[src/rtl/vcap_pkg.sv]
package vcap_pkg;
    typedef enum logic [1:0] {
        S_SEEK    = 2'd0,
        S_GOT_FF  = 2'd1,
        S_GOT_00A = 2'd2,
        S_GOT_00B = 2'd3
    } trs_state_e;

    typedef enum logic [1:0] {
        K_Y  = 2'd0,
        K_CB = 2'd1,
        K_CR = 2'd2
    } samp_kind_e;
endpackage

[src/rtl/vcap_trs_detect.sv]
module vcap_trs_detect
    import vcap_pkg::*;
#(
    parameter int DATA_W = 10
) (
    input  logic              clk,
    input  logic              rst_n,
    input  logic [DATA_W-1:0] vin_data,
    input  logic              vin_en,
    output logic              code_hit,
    output logic              code_f,
    output logic              code_v,
    output logic              code_h
);
    localparam int MSB = DATA_W - 1;

    trs_state_e state_q, state_d;
    logic is_ff, is_00, is_status;

    // Matching uses only the upper 8 bits of the word.
    assign is_ff     = (vin_data[MSB -: 8] == 8'hFF);
    assign is_00     = (vin_data[MSB -: 8] == 8'h00);
    assign is_status = (state_q == S_GOT_00B) && vin_data[MSB];

    always_comb begin
        state_d = state_q;
        if (vin_en) begin
            unique case (state_q)
                S_SEEK:    state_d = is_ff ? S_GOT_FF : S_SEEK;
                S_GOT_FF:  state_d = is_00 ? S_GOT_00A : (is_ff ? S_GOT_FF : S_SEEK);
                S_GOT_00A: state_d = is_00 ? S_GOT_00B : (is_ff ? S_GOT_FF : S_SEEK);
                S_GOT_00B: state_d = (!is_status && is_ff) ? S_GOT_FF : S_SEEK;
                default:   state_d = S_SEEK;
            endcase
        end
    end

    always_ff @(posedge clk) begin
        if (!rst_n) state_q <= S_SEEK;
        else        state_q <= state_d;
    end

    always_comb begin
        code_hit = vin_en && is_status;
        code_f   = vin_data[MSB-1];
        code_v   = vin_data[MSB-2];
        code_h   = vin_data[MSB-3];
    end

    // a disabled word leaves the search state untouched
    a_r7_state_hold: assert property (@(posedge clk) disable iff (!rst_n)
        !vin_en |=> $stable(state_q));
    // a status word can only follow the full preamble
    a_r2_code_after_preamble: assert property (@(posedge clk) disable iff (!rst_n)
        code_hit |-> $past(state_q) == S_GOT_00A || $past(state_q) == S_GOT_00B);
endmodule

[src/rtl/vcap_demux.sv]
module vcap_demux
    import vcap_pkg::*;
#(
    parameter int DATA_W = 10
) (
    input  logic              clk,
    input  logic              rst_n,
    input  logic [DATA_W-1:0] vin_data,
    input  logic              accept,
    input  logic              sav_hit,
    input  logic              order_sel,
    output logic [DATA_W-1:0] y_out,
    output logic              y_valid,
    output logic [DATA_W-1:0] c_out,
    output logic              c_valid,
    output logic              c_is_cr
);
    logic [1:0] phase_q;
    samp_kind_e kind;

    always_comb begin
        unique case ({order_sel, phase_q})
            3'b000:  kind = K_CB;
            3'b001:  kind = K_Y;
            3'b010:  kind = K_CR;
            3'b011:  kind = K_Y;
            3'b100:  kind = K_Y;
            3'b101:  kind = K_CB;
            3'b110:  kind = K_Y;
            default: kind = K_CR;
        endcase
    end

    always_ff @(posedge clk) begin
        if (!rst_n) begin
            phase_q <= 2'd0;
        end else if (sav_hit) begin
            phase_q <= 2'd0;
        end else if (accept) begin
            phase_q <= phase_q + 2'd1;
        end
    end

    always_ff @(posedge clk) begin
        if (!rst_n) begin
            y_out   <= '0;
            c_out   <= '0;
            y_valid <= 1'b0;
            c_valid <= 1'b0;
            c_is_cr <= 1'b0;
        end else begin
            y_valid <= accept && (kind == K_Y);
            c_valid <= accept && (kind != K_Y);
            if (accept && kind == K_Y) y_out <= vin_data;
            if (accept && kind != K_Y) begin
                c_out   <= vin_data;
                c_is_cr <= (kind == K_CR);
            end
        end
    end

    // at most one strobe per cycle
    a_r11_one_strobe: assert property (@(posedge clk) disable iff (!rst_n)
        !(y_valid && c_valid));
    // the first sample after an SAV in order 0 is Cb
    a_r5_restart_cb: assert property (@(posedge clk) disable iff (!rst_n)
        (phase_q == 2'd0 && accept && !order_sel) |=> c_valid && !c_is_cr);
endmodule

[src/rtl/vcap_hpos.sv]
module vcap_hpos #(
    parameter int HPOS_W = 12
) (
    input  logic              clk,
    input  logic              rst_n,
    input  logic              vin_en,
    input  logic              sav_hit,
    output logic [HPOS_W-1:0] hpos
);
    localparam logic [HPOS_W-1:0] HMAX = '1;

    always_ff @(posedge clk) begin
        if (!rst_n)                     hpos <= '0;
        else if (sav_hit)               hpos <= '0;
        else if (vin_en && hpos != HMAX) hpos <= hpos + 1'b1;
    end

    // no enable, no movement
    a_r7_hpos_hold: assert property (@(posedge clk) disable iff (!rst_n)
        !vin_en |=> $stable(hpos));
    // SAV zeroes the count
    a_r8_sav_zero: assert property (@(posedge clk) disable iff (!rst_n)
        sav_hit |=> hpos == '0);
endmodule

[src/rtl/vid_capture_top.sv]
module vid_capture_top #(
    parameter int DATA_W = 10,
    parameter int HPOS_W = 12
) (
    input  logic              clk,
    input  logic              rst_n,
    input  logic [DATA_W-1:0] vin_data,
    input  logic              vin_en,
    input  logic              order_sel,
    output logic [DATA_W-1:0] y_out,
    output logic              y_valid,
    output logic [DATA_W-1:0] c_out,
    output logic              c_valid,
    output logic              c_is_cr,
    output logic              active,
    output logic              field,
    output logic [HPOS_W-1:0] hpos
);
    localparam int MSB = DATA_W - 1;

    logic code_hit, code_f, code_v, code_h;
    logic sav_hit, accept, reserved;

    vcap_trs_detect #(.DATA_W(DATA_W)) u_det (
        .clk(clk), .rst_n(rst_n), .vin_data(vin_data), .vin_en(vin_en),
        .code_hit(code_hit), .code_f(code_f), .code_v(code_v), .code_h(code_h)
    );

    assign sav_hit  = code_hit && !code_h;
    assign reserved = (vin_data[MSB -: 8] == 8'h00) || (vin_data[MSB -: 8] == 8'hFF);
    assign accept   = vin_en && active && !reserved && !code_hit;

    always_ff @(posedge clk) begin
        if (!rst_n) begin
            active <= 1'b0;
            field  <= 1'b0;
        end else if (code_hit) begin
            field  <= code_f;
            active <= !code_h && !code_v;
        end
    end

    vcap_demux #(.DATA_W(DATA_W)) u_dmx (
        .clk(clk), .rst_n(rst_n), .vin_data(vin_data), .accept(accept),
        .sav_hit(sav_hit), .order_sel(order_sel),
        .y_out(y_out), .y_valid(y_valid), .c_out(c_out), .c_valid(c_valid),
        .c_is_cr(c_is_cr)
    );

    vcap_hpos #(.HPOS_W(HPOS_W)) u_hpos (
        .clk(clk), .rst_n(rst_n), .vin_en(vin_en), .sav_hit(sav_hit), .hpos(hpos)
    );

    // no strobe unless the block was active when the word arrived
    a_r9_strobe_needs_active: assert property (@(posedge clk) disable iff (!rst_n)
        (y_valid || c_valid) |-> $past(active) && $past(vin_en));
    // an EAV always ends active video
    a_r3_eav_clears: assert property (@(posedge clk) disable iff (!rst_n)
        (code_hit && code_h) |=> !active);
    // field follows the F bit of each code
    a_r4_field_follows: assert property (@(posedge clk) disable iff (!rst_n)
        code_hit |=> field == $past(code_f));
endmodule

[config.mk]
export PLATFORM = sky130hd
export DESIGN_NAME = vid_capture_top
export DESIGN_NICKNAME = d
export VERILOG_FILES = /design/src/rtl/vcap_pkg.sv /design/src/rtl/vcap_trs_detect.sv /design/src/rtl/vcap_demux.sv /design/src/rtl/vcap_hpos.sv /design/src/rtl/vid_capture_top.sv
export SDC_FILE = /design/constraint.sdc
export NUM_CORES = 1
export LEC_CHECK = 0
export BUFFER_PORTS_ARGS = -buffer_cell sky130_fd_sc_hd__buf_2
export CORE_ASPECT_RATIO = 0.7
export CORE_MARGIN = 2
export CORE_UTILIZATION = 50
export CTS_CLUSTER_DIAMETER = 80
export DETAILED_ROUTE_END_ITERATION = 8
export HOLD_SLACK_MARGIN = 0.1
export PLACE_DENSITY = 0.75
export SYNTH_ARGS = -nofsm -noshare
export SYNTH_HDL_FRONTEND = slang
export SYNTH_SLANG_ARGS = --single-unit
[constraint.sdc]
create_clock -name clk -period 3.3 [get_ports clk]
set_input_delay 0.165 -clock clk [delete_from_list [all_inputs] [get_ports clk]]
set_output_delay 0.165 -clock clk [all_outputs]
set_load 0.05 [all_outputs]
# Yosys cells after proc, flatten, opt, wreduce, memory -nomap -nowiden
# Cells that the tools add are included.
totals:
  inputBits: 14
  word_cells: 55
  regBits: 41
  out_inout_bits: 37
classes:
  muxes: 6
  n_bitwise: 1
  n_eq_ne: 11
  n_reduce_logical: 25
  n_addsub: 2
ops:
  columns: ["op", "count"]
  rows:
  - ["$add A12 B1 Y12 const B", 1]
  - ["$ne A12 B12 Y1 const B", 1]
  - ["$logic_and A1 B1 Y1", 11]
  - ["$eq A3 B3 Y1 const B", 3]
  - ["$eq A8 B8 Y1 const B", 1]
  - ["$logic_not A8 Y1", 1]
  - ["$pmux W2 S4", 1]
  - ["$eq A2 B2 Y1 const B", 3]
  - ["$logic_not A1 Y1", 5]
  - ["$logic_not A2 Y1", 2]
  - ["$mux W2", 2]
  - ["$pmux W2 S2", 1]
  - ["$reduce_or A2 Y1", 2]
  - ["$reduce_or A4 Y1", 1]
  - ["$eq A3 B1 Y1 const B", 1]
  - ["$eq A3 B2 Y1 const B", 1]
  - ["$logic_not A3 Y1", 1]
  - ["$add A2 B1 Y2 const B", 1]
  - ["$eq A2 B1 Y1 const B", 1]
  - ["$mux W1", 2]
  - ["$reduce_bool A2 Y1", 1]
  - ["$logic_or A1 B1 Y1", 1]
  - ["$not A1 Y1", 1]

# Depth between registers and ports, before layout
depth:
  ltp_word: 6
  depth_mapped: 7
  mapped_depth_nobuf: 6

# Hierarchy
# Synthesis repeated with hierarchy kept, for this count alone.
unflattened:
  cells_unflattened: 209
  area_unflattened_um2: 1921.8
modules_own_cells:
  columns: ["mod", "cells_per_inst", "seq_area_each_um2", "instances", "area_per_inst_um2"]
  rows:
  - ["vcap_demux", 102, 500.5, 1, 975.9]
  - ["vcap_hpos", 73, 240.2, 1, 640.6]
  - ["vcap_trs_detect", 19, 40.0, 1, 171.4]
  - ["vid_capture_top", 15, 40.0, 1, 133.9]

# Worst setup path before layout
# Ideal clock, no wire load.
synth_timing:
  path_kind: "flip-flop to flip-flop"
  start: "register u_hpos.hpos[0]"
  end: "register u_hpos.hpos[3]"
  synth_period_minus_slack_ns: 1.870
  setup_time_ns: 0.070
  arrival_time_ns: 1.800
  setup_slack_ns: 1.430
  n_path_buf: 0
  path_stages_with_launch: 6
  t_required_ns: 3.230
  cell_sequence: "dfxtp_1 ha_1 nand4_1 o41ai_4 o21ai_0 a21oi_1"
synth_between:
  elab_chain_len: 2
  elab_cells_between_ends: 3
  cone_classes: "1 x add/sub; 1 x eq/ne; 1 x reduce/logical"
synth_rtl:
  columns: ["element", "line", "rtl"]
  rows:
  - ["start: declaration", "vcap_hpos.sv:8", "output logic [HPOS_W-1:0] hpos"]
  - ["start signal: assignment", "vcap_hpos.sv:15", "else if (vin_en && hpos != HMAX) hpos <= hpos + 1'b1;"]
  - ["branches (longest 2 deep; another with $add A12 B1 Y12)", null, null]
# Several ways; the timed one is not identified.
# A chain may end at the register's enable or synchronous reset.

# Worst setup path after layout
layout_timing:
  start: "register u_det.state_q[1]"
  end: "register u_hpos.hpos[9]"
layout_between:
  elab_chain_len: 5
layout_rtl:
  columns: ["element", "line", "rtl"]
  rows:
  - ["start: declaration", "vcap_trs_detect.sv:17", "trs_state_e state_q, state_d;"]
  - ["start signal: assignment", "vcap_trs_detect.sv:40", "else state_q <= state_d;"]
  - ["$eq A2 B2 Y1", "vcap_trs_detect.sv:23", "assign is_status = (state_q == S_GOT_00B) && vin_data[MSB];"]
  - ["$logic_and A1 B1 Y1", "vcap_trs_detect.sv:23", null]
  - ["$logic_and A1 B1 Y1", "vcap_trs_detect.sv:44", "code_hit = vin_en && is_status;"]
  - ["$logic_and A1 B1 Y1", "vid_capture_top.sv:29", "assign sav_hit = code_hit && !code_h;"]
  - ["$reduce_or A2 Y1 (no line)", null, null]
# Every way passes these cells.

==> flow_metrics.py <==
metrics = {
    "detailed_routing": {
        "wire_per_inst_um": 12.98,
        "ant_nets": 0,
        "dr.pass1.iters": 4,
        "vias": 1654,
        "wl_met2_mm": 1.661,
        "met1Wirelength_mm": 2.085,
        "highest_layer": "met4",
        "wirelength_mm": 4.023,
        "wl_met3_um": 183,
        "drtIter0Drc": 150,
        "via_per_inst": 5.335,
        "drc": 0,
    },
    "min_path": {
        "min_from": "vin_data[0]",
        "holdPathStages": 3,
        "min_to": "u_dmx.y_out[0]",
        "hp-class": "in -> reg",
    },
    "cts": {
        "hold_buffers": 0,
        "path_clk_slew_ns": 0.08,
        "cts_setup_buffers": 0,
        "cts_tree": "built",
        "clock_sinks": 41,
        "numCtsBuffers": 5,
        "ctsResizeCount": 0,
        "cts-root-buf": "clkbuf_8",
        "clockBufferDepth": 2,
        "clk_latency_ns": 0.30,
        "htreeDepth": 2,
    },
    "sta": {
        "tns_ns": 0,
        "rsz0062_at_grt": "no",
        "finalMaxSlewViolations": 0,
        "relSlewSlack_pct": 18.01,
        "clock-skew-final_ns": 0.006124,
        "layout_min_cycle_time_ns": 2.023,
        "achievable-frequency_mhz": 494.3,
        "tightest_slew_ns": 1.217,
        "finalCritPeriodShare_pct": 61.31,
        "setup_viol": 0,
        "hold_violations": 0,
    },
    "critical_path": {
        "slowest_delay_ns": 0.99,
        "slowest_stage": "o21ai_0",
        "cp.arrival_ns": 2.21,
        "path_cells": "nand4_2 > o21ai_0 > or4_1 > o21ai_0",
        "start_kind": "flip-flop",
        "r2r_end": "u_hpos.hpos[9]",
        "critPathBufInv": 0,
        "cp_top_family": "compound AO/OA/AOI/OAI gates",
        "worstReg2RegStart": "u_det.state_q[1]",
        "required_ns": 3.48,
        "r2r_slack_ns": 1.28,
        "cp-startpoint": "u_det.state_q[1]",
        "cp_max_fo": 11,
        "endpoint_kind": "flip-flop",
        "critPathKind": "reg -> reg",
        "crit_top_cell": "o21ai_0",
        "worstRegToRegCells": 4,
    },
    "outcome": {
        "run_status": "complete, no violations",
    },
    "job": {
        "cap_viol_max_count": 0,
    },
    "synthesis": {
        "yosys_warnings": 0,
        "synth_seq_cells": 41,
        "synth_cell_types": 41,
        "avgSynthCellArea_um2": 9.574,
        "synth_ff_type": "dfxtp_1",
        "synth_edf_count": 0,
        "synthCells": 207,
        "ys_async_sr_fraction_pct": 0,
        "seq_area_frac_synth_pct": 41.41,
        "synth_fp_nets": 226,
        "netlist_area_um2": 1982,
    },
    "finish": {
        "antenna_cells": 0,
        "areaGrowthSynthToFinish_pct": 17.49,
        "final_cell_area_um2": 2328,
        "fillers": 353,
        "layout-drive-gt1-share_pct": 28.29,
        "fin_nets": 277,
        "final_cell_mix": "buf_2 (50), dfxtp_1 (41), nand2_1 (40)",
        "final_common_cell": "buf_2",
    },
    "global_route": {
        "grt_max_degree": 41,
        "grt-ovfl-total": 0,
        "grt_pass1_wl_mm": 6.672,
        "grt_pass1_vias": 1488,
        "antenna_found_initial": 0,
        "track_usage_pct": 19.42,
    },
    "floorplanning": {
        "ios": 51,
        "die_w_um": 79.25,
        "rows": 19,
        "dieArea_um2": 4491,
        "initial_core_util_pct": 51.46,
        "dieHeight_um": 56.68,
        "core_um2": 3851,
    },
    "placement": {
        "gp_congestion": 0.8165,
        "hpwlAfterDp_mm": 2.912,
        "io_buffer_count": 50,
        "placed_area_um2": 2225,
    },
    "power": {
        "peakVddDrop_v": 0.0002767,
        "p_leak_nw": 0.9795,
        "p_per_area_nw_per_um2": 409.7,
    },
}
==> cells in the mapped netlist, types with 2 or more instances <==
cell type | number | area [um2]
nand4_1 | 6 | 37.54
and4_1 | 3 | 26.28
o211ai_1 | 2 | 15.01
and3_1 | 4 | 25.02
nand3_1 | 6 | 30.03
o2111ai_1 | 3 | 26.28
buf_2 | 2 | 10.01
or4_4 | 2 | 22.52
or4_1 | 2 | 15.01
inv_1 | 5 | 18.77
dfxtp_1 | 41 | 820.8
mux2i_1 | 24 | 240.2
nand2_1 | 40 | 150.1
nor2_1 | 8 | 30.03
nor3_1 | 4 | 20.02
clkbuf_8 | 4 | 55.05
nand4_2 | 2 | 25.02
nor4_2 | 2 | 25.02
nor2b_1 | 3 | 18.77
ha_1 | 5 | 62.56
o21ai_0 | 8 | 40.04
xor2_1 | 4 | 35.03
a21oi_1 | 6 | 30.03
buf_6 | 2 | 22.52
or3_1 | 3 | 18.77
==> final cells by class <==
type                       instances  area [um2]  area share [%]
timing repair buffer              52       265.3           11.39
inverter                           5       18.77          0.8060
multi-input combinational        153        1055           45.30
clock buffer                       5       68.82           2.955
clock inverter                     2       35.03           1.505
tap                               52       65.06           2.794
sequential                        41       820.8           35.25
==> power breakdown <==
group	leakage (nW)	switching, mW	internal [mW]
Sequential	0.331	0.00398	0.497
Combinational	0.595	0.0419	0.0193
Clock	0.0540	0.171	0.220
==> registers in the layout, summed over array words and instances (netlist names) <==
register and count:
active 1, field 1, u_det.state_q 2, u_dmx.c_is_cr 1, u_dmx.c_out 10, u_dmx.c_valid 1, u_dmx.phase_q 2, u_dmx.y_out 10
u_dmx.y_valid 1, u_hpos.hpos 12
==> cells by family after synthesis <==
| logic type | share of synthesized area, % |
|---|---|
| flip-flops | 41.41 |
| AND/OR/NAND/NOR | 25.38 |
| XOR/XNOR | 1.767 |
| AO/OA/AOI/OAI | 10.80 |
| buffers and inverters | 5.366 |
| adder cells (fa/ha/maj) | 3.157 |
| multiplexers | 12.12 |
==> worst max path at each step <==
stage,end,cells after the start,slack [ns]
floorplan,u_hpos.hpos[3],5,1.43
detailed placement,u_hpos.hpos[9],4,1.24
global placement,u_hpos.hpos[9],4,1.24
finish,u_hpos.hpos[9],4,1.28
CTS,u_hpos.hpos[9],4,1.31
global route,u_hpos.hpos[9],4,1.10
==> worst register-to-register path, delay by kind of cell, from the launching register on <==
family / cells / cell delay (ns)
AOI/OAI and AO/OA: 2 / 1.07
DFF: 1 / 0.42
and+or+nand+nor: 2 / 0.43
==> stage by stage <==
stage / power (mW) / hold slack [ns] / util, % / setup slack (ns) / instances
after floorplan: 0.5577 / 0.3295 / - / 1.430 / 207
after global placement: 0.5729 / 0.4430 / 57.76 / 1.240 / 303
after detailed placement: 0.5737 / 0.4451 / 57.76 / 1.236 / 303
after CTS: 0.9604 / 0.1324 / 60.46 / 1.310 / 310
after global routing: 0.9921 / 0.1338 / 60.46 / 1.102 / 310
final: 0.9539 / 0.1391 / 60.46 / 1.277 / 310
==> metal layers <==
metal	vias up	GRT usage, %
met5	-	0
li1	847	-
met3	10	4.984
met4	0	11.33
met2	43	27.48
met1	754	26.64
(Power assumes the default switching activity.)
